<file path="config.mk">
export PLATFORM = sky130hd
export DESIGN_NAME = sermp_slave
export DESIGN_NICKNAME = d
export VERILOG_FILES = /design/src/rtl/sermp_pkg.sv /design/src/rtl/sermp_sync.sv /design/src/rtl/sermp_rx.sv /design/src/rtl/sermp_tx.sv /design/src/rtl/sermp_slave.sv
export SDC_FILE = /design/constraint.sdc
export NUM_CORES = 1
export LEC_CHECK = 0
export ABC_CLOCK_PERIOD_IN_PS = 3100
export BUFFER_PORTS_ARGS = -buffer_cell sky130_fd_sc_hd__buf_2
export CAP_MARGIN = 20
export CORE_UTILIZATION = 50
export DETAILED_ROUTE_END_ITERATION = 10
export PLACE_DENSITY = 0.76
export SLEW_MARGIN = 20
export SYNTH_ARGS = -nofsm -noshare
export SYNTH_HDL_FRONTEND = slang
export SYNTH_SLANG_ARGS = --single-unit
</file>
<file path="constraint.sdc">
create_clock -name clk -period 3.1 [get_ports clk]
set_input_delay 0.62 -clock clk [delete_from_list [all_inputs] [get_ports clk]]
set_output_delay 0.62 -clock clk [all_outputs]
set_load 0.005 [all_outputs]
</file>
<file path="src/rtl/sermp_pkg.sv">
package sermp_pkg;

   // Decode state for the byte stream of one select-low window
   typedef enum logic [2:0] {
      MP_CMD  = 3'd0,   // expecting a command/address byte
      MP_WR   = 3'd1,   // expecting write data
      MP_RD   = 3'd2,   // read data byte in flight on the transmit line
      MP_SKIP = 3'd3,   // data byte of a no-op command, discarded
      MP_HOLD = 3'd4    // read finished, wait for select to rise
   } mp_state_t;

   typedef enum logic [1:0] {
      OP_NONE  = 2'd0,
      OP_READ  = 2'd1,
      OP_WRITE = 2'd2
   } mp_op_t;

   function automatic mp_op_t classify_op(input int code, input int rd_code,
                                          input int wr_code);
      if (code == rd_code)      return OP_READ;
      else if (code == wr_code) return OP_WRITE;
      else                      return OP_NONE;
   endfunction

endpackage

</file>
<file path="src/rtl/sermp_sync.sv">
module sermp_sync #(
   parameter int          W       = 3,
   parameter int          STAGES  = 2,
   parameter logic [W-1:0] RST_VAL = '0
) (
   input  logic         clk,
   input  logic         rst_n,
   input  logic [W-1:0] d,
   output logic [W-1:0] q
);

   generate
      if (STAGES < 2) begin : g_bad_stages
         $error("sermp_sync: STAGES must be at least 2");
      end
      if (W < 1) begin : g_bad_width
         $error("sermp_sync: W must be at least 1");
      end
   endgenerate

   logic [W-1:0] stg [STAGES];

   always_ff @(posedge clk or negedge rst_n) begin
      if (!rst_n) begin
         for (int i = 0; i < STAGES; i++) stg[i] <= RST_VAL;
      end else begin
         stg[0] <= d;
         for (int i = 1; i < STAGES; i++) stg[i] <= stg[i-1];
      end
   end

   assign q = stg[STAGES-1];

endmodule

</file>
<file path="src/rtl/sermp_rx.sv">
module sermp_rx #(
   parameter int DATA_W = 8
) (
   input  logic              clk,
   input  logic              rst_n,
   input  logic              cs_act,
   input  logic              sclk_rise,
   input  logic              rxd_s,
   output logic              byte_vld,
   output logic [DATA_W-1:0] byte_q
);

   localparam int CNT_W = (DATA_W > 1) ? $clog2(DATA_W) : 1;
   localparam logic [CNT_W-1:0] LAST_BIT = CNT_W'(DATA_W - 1);

   generate
      if (DATA_W < 2) begin : g_bad_dw
         $error("sermp_rx: DATA_W must be at least 2");
      end
   endgenerate

   logic [CNT_W-1:0]  cnt;
   logic [DATA_W-1:0] sh;
   logic [DATA_W-1:0] sh_nxt;

   // LSB first: each new bit enters at the top and moves down
   assign sh_nxt = {rxd_s, sh[DATA_W-1:1]};

   always_ff @(posedge clk or negedge rst_n) begin
      if (!rst_n) begin
         cnt      <= '0;
         sh       <= '0;
         byte_vld <= 1'b0;
         byte_q   <= '0;
      end else begin
         byte_vld <= 1'b0;
         if (!cs_act) begin
            cnt <= '0;
            sh  <= '0;
         end else if (sclk_rise) begin
            sh <= sh_nxt;
            if (cnt == LAST_BIT) begin
               cnt      <= '0;
               byte_vld <= 1'b1;
               byte_q   <= sh_nxt;
            end else begin
               cnt <= cnt + 1'b1;
            end
         end
      end
   end

   // a deselected port forgets its partial byte
   a_r9_cnt_clear : assert property (@(posedge clk) disable iff (!rst_n)
      !cs_act |=> (cnt == '0) && !byte_vld);

   // one completed byte gives one single-cycle pulse
   a_r2_byte_pulse : assert property (@(posedge clk) disable iff (!rst_n)
      byte_vld |=> !byte_vld);

endmodule

</file>
<file path="src/rtl/sermp_tx.sv">
module sermp_tx #(
   parameter int DATA_W = 8
) (
   input  logic              clk,
   input  logic              rst_n,
   input  logic              load,
   input  logic [DATA_W-1:0] ld_data,
   input  logic              sclk_fall,
   input  logic              stop,
   output logic              txd_bit,
   output logic              txd_oe
);

   logic [DATA_W-1:0] sh;
   logic              armed;
   logic              active;

   always_ff @(posedge clk or negedge rst_n) begin
      if (!rst_n) begin
         sh     <= '0;
         armed  <= 1'b0;
         active <= 1'b0;
      end else if (stop) begin
         armed  <= 1'b0;
         active <= 1'b0;
      end else if (load) begin
         sh     <= ld_data;
         armed  <= 1'b1;
         active <= 1'b0;
      end else if (sclk_fall) begin
         if (active) begin
            sh <= {1'b0, sh[DATA_W-1:1]};
         end else if (armed) begin
            // first falling edge presents bit 0 without shifting
            active <= 1'b1;
            armed  <= 1'b0;
         end
      end
   end

   assign txd_bit = sh[0];
   assign txd_oe  = active;

   // the driver turns on only at a falling serial-clock edge
   a_r8_oe_on_fall : assert property (@(posedge clk) disable iff (!rst_n)
      $rose(active) |-> $past(sclk_fall));

   // the transmitted bit moves only on a falling edge
   a_r4_hold_between_falls : assert property (@(posedge clk) disable iff (!rst_n)
      (active && $past(active) && !$past(sclk_fall) && !$past(load) && !$past(stop))
         |-> $stable(sh));

endmodule

</file>
<file path="src/rtl/sermp_slave.sv">
module sermp_slave
   import sermp_pkg::*;
#(
   parameter int DATA_W      = 8,
   parameter int ADDR_W      = 6,
   parameter int SYNC_STAGES = 2,
   parameter int RD_LATENCY  = 1,
   parameter int RD_CODE     = 2,
   parameter int WR_CODE     = 3
) (
   input  logic              clk,
   input  logic              rst_n,
   input  logic              mp_cs_n,
   input  logic              mp_sclk,
   input  logic              mp_rxd,
   output logic              mp_txd,
   output logic              mp_txd_oe,
   output logic [ADDR_W-1:0] reg_addr,
   output logic [DATA_W-1:0] reg_wdata,
   output logic              reg_wr,
   output logic              reg_rd,
   input  logic [DATA_W-1:0] reg_rdata
);

   localparam int CMD_W = DATA_W - ADDR_W;

   generate
      if (ADDR_W < 1 || CMD_W < 1) begin : g_bad_split
         $error("sermp_slave: ADDR_W must leave at least one command bit");
      end
      if (RD_CODE == WR_CODE) begin : g_bad_codes
         $error("sermp_slave: read and write codes must differ");
      end
      if (RD_LATENCY < 0 || RD_LATENCY > 1) begin : g_bad_lat
         $error("sermp_slave: RD_LATENCY must be 0 or 1");
      end
   endgenerate

   // ---------------- pin synchronization and edge detection -------------
   logic cs_s, sclk_s, rxd_s;
   logic sclk_q;
   logic cs_act, sclk_rise, sclk_fall;

   sermp_sync #(.W(3), .STAGES(SYNC_STAGES), .RST_VAL(3'b100)) u_sync (
      .clk   (clk),
      .rst_n (rst_n),
      .d     ({mp_cs_n, mp_sclk, mp_rxd}),
      .q     ({cs_s, sclk_s, rxd_s})
   );

   always_ff @(posedge clk or negedge rst_n) begin
      if (!rst_n) sclk_q <= 1'b0;
      else        sclk_q <= sclk_s;
   end

   assign cs_act    = !cs_s;
   assign sclk_rise = sclk_s && !sclk_q;
   assign sclk_fall = !sclk_s && sclk_q;

   // ---------------- receive shifter ------------------------------------
   logic              byte_vld;
   logic [DATA_W-1:0] byte_q;

   sermp_rx #(.DATA_W(DATA_W)) u_rx (
      .clk       (clk),
      .rst_n     (rst_n),
      .cs_act    (cs_act),
      .sclk_rise (sclk_rise),
      .rxd_s     (rxd_s),
      .byte_vld  (byte_vld),
      .byte_q    (byte_q)
   );

   // ---------------- command decode and strobes -------------------------
   mp_state_t st;
   mp_op_t    op;

   assign op = classify_op(int'(byte_q[DATA_W-1 -: CMD_W]), RD_CODE, WR_CODE);

   always_ff @(posedge clk or negedge rst_n) begin
      if (!rst_n) begin
         st        <= MP_CMD;
         reg_addr  <= '0;
         reg_wdata <= '0;
         reg_wr    <= 1'b0;
         reg_rd    <= 1'b0;
      end else begin
         reg_wr <= 1'b0;
         reg_rd <= 1'b0;
         if (!cs_act) begin
            st <= MP_CMD;
         end else if (byte_vld) begin
            unique case (st)
               MP_CMD: begin
                  reg_addr <= byte_q[ADDR_W-1:0];
                  unique case (op)
                     OP_READ: begin
                        reg_rd <= 1'b1;
                        st     <= MP_RD;
                     end
                     OP_WRITE: st <= MP_WR;
                     default:  st <= MP_SKIP;
                  endcase
               end
               MP_WR: begin
                  reg_wr    <= 1'b1;
                  reg_wdata <= byte_q;
                  st        <= MP_CMD;
               end
               MP_SKIP: st <= MP_CMD;
               MP_RD:   st <= MP_HOLD;
               default: st <= MP_HOLD;
            endcase
         end
      end
   end

   // ---------------- read data capture ----------------------------------
   logic tx_load;
   logic tx_stop;

   generate
      if (RD_LATENCY == 0) begin : g_rd_comb
         assign tx_load = reg_rd;
      end else begin : g_rd_reg
         logic rd_d;
         always_ff @(posedge clk or negedge rst_n) begin
            if (!rst_n) rd_d <= 1'b0;
            else        rd_d <= reg_rd && cs_act;
         end
         assign tx_load = rd_d;
      end
   endgenerate

   assign tx_stop = !cs_act || (st == MP_RD && byte_vld) || (st != MP_RD);

   sermp_tx #(.DATA_W(DATA_W)) u_tx (
      .clk       (clk),
      .rst_n     (rst_n),
      .load      (tx_load),
      .ld_data   (reg_rdata),
      .sclk_fall (sclk_fall),
      .stop      (tx_stop),
      .txd_bit   (mp_txd),
      .txd_oe    (mp_txd_oe)
   );

   // ---------------- assertions -----------------------------------------
   a_r11_strobe_excl : assert property (@(posedge clk) disable iff (!rst_n)
      !(reg_wr && reg_rd));

   a_r11_wr_single : assert property (@(posedge clk) disable iff (!rst_n)
      reg_wr |=> !reg_wr);

   a_r11_rd_single : assert property (@(posedge clk) disable iff (!rst_n)
      reg_rd |=> !reg_rd);

   a_r3_wr_after_data : assert property (@(posedge clk) disable iff (!rst_n)
      reg_wr |-> ($past(st) == MP_WR) && $past(byte_vld));

   a_r4_rd_after_cmd : assert property (@(posedge clk) disable iff (!rst_n)
      reg_rd |-> ($past(st) == MP_CMD) && $past(byte_vld));

   a_r9_restart_cmd : assert property (@(posedge clk) disable iff (!rst_n)
      !cs_act |=> (st == MP_CMD));

   a_r8_oe_needs_cs : assert property (@(posedge clk) disable iff (!rst_n)
      mp_txd_oe |-> $past(cs_act));

   a_r8_oe_read_only : assert property (@(posedge clk) disable iff (!rst_n)
      mp_txd_oe |-> (st == MP_RD));

   a_r7_hold_quiet : assert property (@(posedge clk) disable iff (!rst_n)
      (st == MP_HOLD) |-> !reg_wr && !reg_rd && !mp_txd_oe);

endmodule

</file>
== After elaboration in Yosys (flattened, before gate mapping) ==
Index checks and enable logic that the tools add are counted.

* Register bits: 57
* Latch bits: 0
* RAM bits: 0
* ROM bits: 0
* Input bits: 13
* Output and inout port bits: 18
* Memories: 0

* $add $sub $neg: 1
* Multipliers: 0
* Div/mod/pow operators: 0
* Order comparisons: 0
* Eq/ne operators: 10
* Shift-type cells: 0
* Mux-type cells: 33
* Bitwise logic cells: 2
* Reductions and logical operators: 21

{| class="wikitable"
|+ Operators by type and width
! kind !! number
|-
| two-way mux 8 bit || 5
|-
| two-way mux 1 bit || 19
|-
| two-way mux 3 bit || 5
|-
| AND reduction 3 bit || 4
|-
| nonzero test 2 bit || 4
|-
| equality test 3 x 2 -> 1 bit, second input constant || 2
|-
| one-hot mux 3 bit (2 select lines) || 1
|-
| equality test 2 x 1 -> 1 bit, second input constant || 2
|-
| equality test 2 bit, second input constant || 2
|-
| logical AND 1 bit || 4
|-
| two-way mux 2 bit || 2
|-
| one-hot mux 2 bit (2 select lines) || 1
|-
| adder 3 x 1 -> 3 bit, second input constant || 1
|-
| equality test 3 x 1 -> 1 bit, second input constant || 1
|-
| equality test 3 bit, second input constant || 1
|-
| zero test 1 bit || 3
|-
| zero test 3 bit || 1
|-
| inequality test 3 x 2 -> 1 bit, second input constant || 1
|-
| inequality test 3 bit, second input constant || 1
|-
| nonzero test 3 bit || 1
|-
| logical OR 1 bit || 2
|-
| inverter 1 bit || 2
|-
| AND reduction 2 bit || 1
|-
| OR reduction 2 bit || 1
|}

== Depth between registers and ports, before layout ==
* Depth after elaboration: 8
* Mapped depth: 5

== By module ==
From an unflattened synthesis, not the netlist that was laid out.

* Cell total of the unflattened synthesis: 155
* Area total of the unflattened synthesis: 2303.5 um^2

{| class="wikitable"
|+ By module, submodules not included
! module !! instances !! cells an instance !! area each (um^2)
|-
| sermp_slave || 1 || 56 || 819.5
|-
| sermp_rx || 1 || 54 || 797.0
|-
| sermp_tx || 1 || 36 || 511.7
|-
| sermp_sync || 1 || 9 || 175.2
|}

== Least setup slack after synthesis ==
No wires, ideal clock.

* Path kind: flip-flop to flip-flop
* Start: register u_rx.cnt[0]
* End: register u_rx.byte_q[0]
* Library setup time: 125 ps
* Arrival: 1308 ps
* Slack: 1667 ps
* Cell stages (with the launch flop): 6
* Path buffers: 1
* Clock period less this slack: 1433 ps
* Cell sequence: dfrtp_1 > ha_1 > ha_1 > nor3b_1 > buf_2 > mux2_2

* Longest elaborated chain between the ends: 2

{| class="wikitable"
|+ RTL lines
! what !! line !! text
|-
| start, declared || sermp_rx.sv:22 || <nowiki>logic [CNT_W-1:0] cnt;</nowiki>
|-
| start signal, assigned || sermp_rx.sv:47 || <nowiki>cnt <= cnt + 1'b1;</nowiki>
|-
| equality test 3 bit || sermp_rx.sv:42 || <nowiki>if (cnt == LAST_BIT) begin</nowiki>
|-
| AND reduction 3 bit (no source line) || n/a ||
|-
| end signal, assigned || sermp_rx.sv:45 || <nowiki>byte_q <= sh_nxt;</nowiki>
|-
| end, declared || sermp_rx.sv:10 || <nowiki>output logic [DATA_W-1:0] byte_q</nowiki>
|}

No other way between the ends.
A chain may end at the register's enable or synchronous reset.

== Worst setup path in the final report ==
* Start: register sclk_q
* End: register u_rx.byte_q[4]

* Longest elaborated chain between the ends: 3

{| class="wikitable"
|+ RTL lines
! what !! line !! text
|-
| start, declared || sermp_slave.sv:41 || <nowiki>logic sclk_q;</nowiki>
|-
| start signal, assigned || sermp_slave.sv:53 || <nowiki>else sclk_q <= sclk_s;</nowiki>
|-
| zero test 1 bit || sermp_slave.sv:57 || <nowiki>assign sclk_rise = sclk_s && !sclk_q;</nowiki>
|-
| logical AND 1 bit || sermp_slave.sv:57 ||
|-
| AND reduction 3 bit (no source line) || n/a ||
|}

No other way between the ends.

==> reports/qor.csv <==
metric;value;unit
Crit-path slowest cell;dfrtp_1;
met2 usage;31.3;%
DR vias/cell;5.51;
Seq pwr share;58.8;%
MaxCap Viol Count;0;
Vias;1351;
Ports;31;
root buffer selected by CTS;clkbuf_8;
Crit. End Element;flop;
final WL;3830;um
met3 Use GR;4.00;%
CP top delay family;simple AND/OR/NAND/NOR gates;
Die Y;68.0;um
clock sinks;56;
FMAX;0.565;GHz
GRT Overall Usage;19.3;%
largest cells by area after synthesis;dfrtp_1 62%, mux2_2 10%, mux2_1 7.8%, nand2_1 4.3%, a21oi_1 2.8%;
Tot Pwr;0.00127;W
Ys Warns;0;
Syn Std Cell Area;2180;um^2
worst r2r dst;u_rx.byte_q[4]$_DFFE_PN0P_;
setup_tns;0;ns
crit-path cells;nand2b_1, nor3b_1, buf_4, mux2_2;
P_sw;0.000275;W
Slew @ Worst Pin;0.654;ns
remaining antenna violation count;0;
Slew Viols, Final;0;
met1 usage;23.4;%
Leak;1.32;nW
Post-CTS Hold Fix Bufs;0;
Main synth FF type;dfrtp_1;
status;finished, final reports clean;
Commonest cells post-synth;54 x dfrtp_1, 25 x nand2_1, 20 x mux2_2;
RR Startpoint;sclk_q$_DFF_PN0_;
final clock skew;0.0101;ns
RSZ-0062 raised after global routing;no;
Synth Instances;162;
share of the synthesized area in the top cell type;62.1;%
critical path required time;3.31;ns
core area;4090;um^2
Critical Path AT;1.98;ns
# diodes;0;
count of final setup violators;0;
Post-synth ARST share;100;%
worst slack, placed;1.34;ns
area leader, netlist;dfrtp_1;
first-pass GRT wire length;6220;um
worst path bufs/invs;1;
Starting Density;53.2;%
proportion of layout cells with a drive suffix above 1;33.3;%
Post-Syn Nets;177;
Area Overhead vs Synth;14.1;%
pin count of the biggest net entering global routing;31;
Min-Delay Path Class;in -> async;
clk slew on worst S/H paths;0.11;ns
HPWL reported at the end of detailed placement;2690;um
Residual DRC;0;
slew margin rel.;56.3;%
cts bufs inserted;5;
GPL Wtd Cong;0.768;
reg2reg setup slack;1.33;ns
Post-synth EDFFs;0;
First DRT Iteration DRCs;63;
Std-Cell Rows;23;
Yosys reg bits;56;
Worst Path Max Fanout;12;
design area;2480;um^2
cts repair resizes;0;
final hold violation count;0;
register area share after synthesis;64.5;%
Skew-Pair Late Insertion Delay;0.32;ns
clk buf depth;2;
Port-buffer cells;30;
busiest grt layer;met2;
top-count cell post-synth;dfrtp_1;
min Tclk post-route;1.77;ns
Post-CTS Setup Inserts;0;
crit start category;flop;
Post-DP Area;2370;um^2
CTS tree;done;
initial antenna violation count;0;
Int Pwr;0.000992;W
WL/cell;15.6;um
CTS HTree Levels;2;
grt ovf;0;
VDD IR max;505;uV
die area;4620;um^2
power per standard cell area;510;nW/um^2
vias in the first global route;1358;
period utilisation layout;57.0;%
clock share of power;38.5;%
final setup margin;1.33;ns
switching share of power;21.7;%
Final nets;209;
reg2reg path depth;4;
Logic pwr share;2.7;%
crit path kind;reg -> reg;
Yosys cell types;27;
post-synthesis average cell area;13.4;um^2
WHS;0.287;ns
drt pass-1 iters;4;
die width;68.0;um
crit-path max cell delay;0.42;ns
[per-layer routing]
metal,part of all wire (%),vias up
li1,-,619
met1,42,683
met2,51,39
met3,4.8,10
met4,2.7,0
met5,0,-
[state kept, by name, indices dropped and copies added, names as in the netlist]
name           count
u_rx.byte_vld      1
reg_wdata          8
reg_rd             1
u_tx.txd_oe        1
u_rx.cnt           3
g_rd_reg.rd_d      1
u_sync.stg         3
st                 3
u_rx.sh            7
reg_addr           6
sclk_q             1
u_tx.armed         1
u_sync.q           3
reg_wr             1
u_tx.sh            8
u_rx.byte_q        8
[layout by cell type, fill, tap and decap left out, types with 2 or more instances in the layout]
master    count
nor2b_1       4
clkbuf_8      5
buf_2        30
a21oi_1      12
mux2_1       15
dfstp_2       2
mux2_2       20
inv_1         2
nand2_1      25
and3_1        2
dfrtp_1      54
nor2_1        3
o21ai_0       2
buf_4         2
ha_1          2
[power groups by stage]
stage | clock network (W) | registers (W) | logic, W
4_1_cts | 0.000499 | 0.000745 | 0.0000357
6_report | 0.000487 | 0.000745 | 0.0000342
2_1_floorplan | 0 | 0.000756 | 0.0000122
5_1_grt | 0.000520 | 0.000747 | 0.0000392
3_5_place_dp | 0 | 0.000760 | 0.0000355
3_3_place_gp | 0 | 0.000758 | 0.0000329
[worst reg2reg max path, stage by stage (launching register included)]
cell	delay (ns)
dfrtp_1	0.42
nand2b_1	0.36
nor3b_1	0.31
buf_4	0.23
mux2_2	0.35
[through the flow]
step / util (%) / cells
2_1_floorplan: - / 162
3_3_place_gp: 58.0 / 237
3_5_place_dp: 58.0 / 237
4_1_cts: 60.8 / 245
5_1_grt: 60.8 / 245
6_report: 60.8 / 245
[cells by family after synthesis]
family	Yosys count	share of synthesized area, %
simple gates	42	9.55
compound gates	18	4.72
buf+inv	9	1.95
fa+ha+maj	2	1.15
flops	56	64.5
mux	35	18.1
[how the worst max path moves through the flow]
stage / slack [ns] / cells after the start / startpoint / to
finish: 1.33 / 4 / sclk_q$_DFF_PN0_ / u_rx.byte_q[4]$_DFFE_PN0P_
global route: 1.22 / 4 / sclk_q$_DFF_PN0_ / u_rx.byte_q[7]$_DFFE_PN0P_
CTS: 1.33 / 4 / sclk_q$_DFF_PN0_ / u_rx.byte_q[7]$_DFFE_PN0P_
detailed placement: 1.34 / 4 / sclk_q$_DFF_PN0_ / u_rx.byte_q[1]$_DFFE_PN0P_
global placement: 1.42 / 4 / sclk_q$_DFF_PN0_ / u_rx.byte_q[4]$_DFFE_PN0P_
floorplan: 1.67 / 5 / u_rx.cnt[0]$_DFFE_PN0P_ / u_rx.byte_q[0]$_DFFE_PN0P_
[final cells by class]
class                           count  area (um^2)
Clock buffer                        5         68.8
Inverter                            2         7.51
Clock inverter                      3         46.3
Sequential cell                    56         1400
Tap cell                           50         62.6
Fill cell                         328         1600
Multi-Input combinational cell     97          729
Timing Repair Buffer               32          165
(Power assumes the default switching activity.)
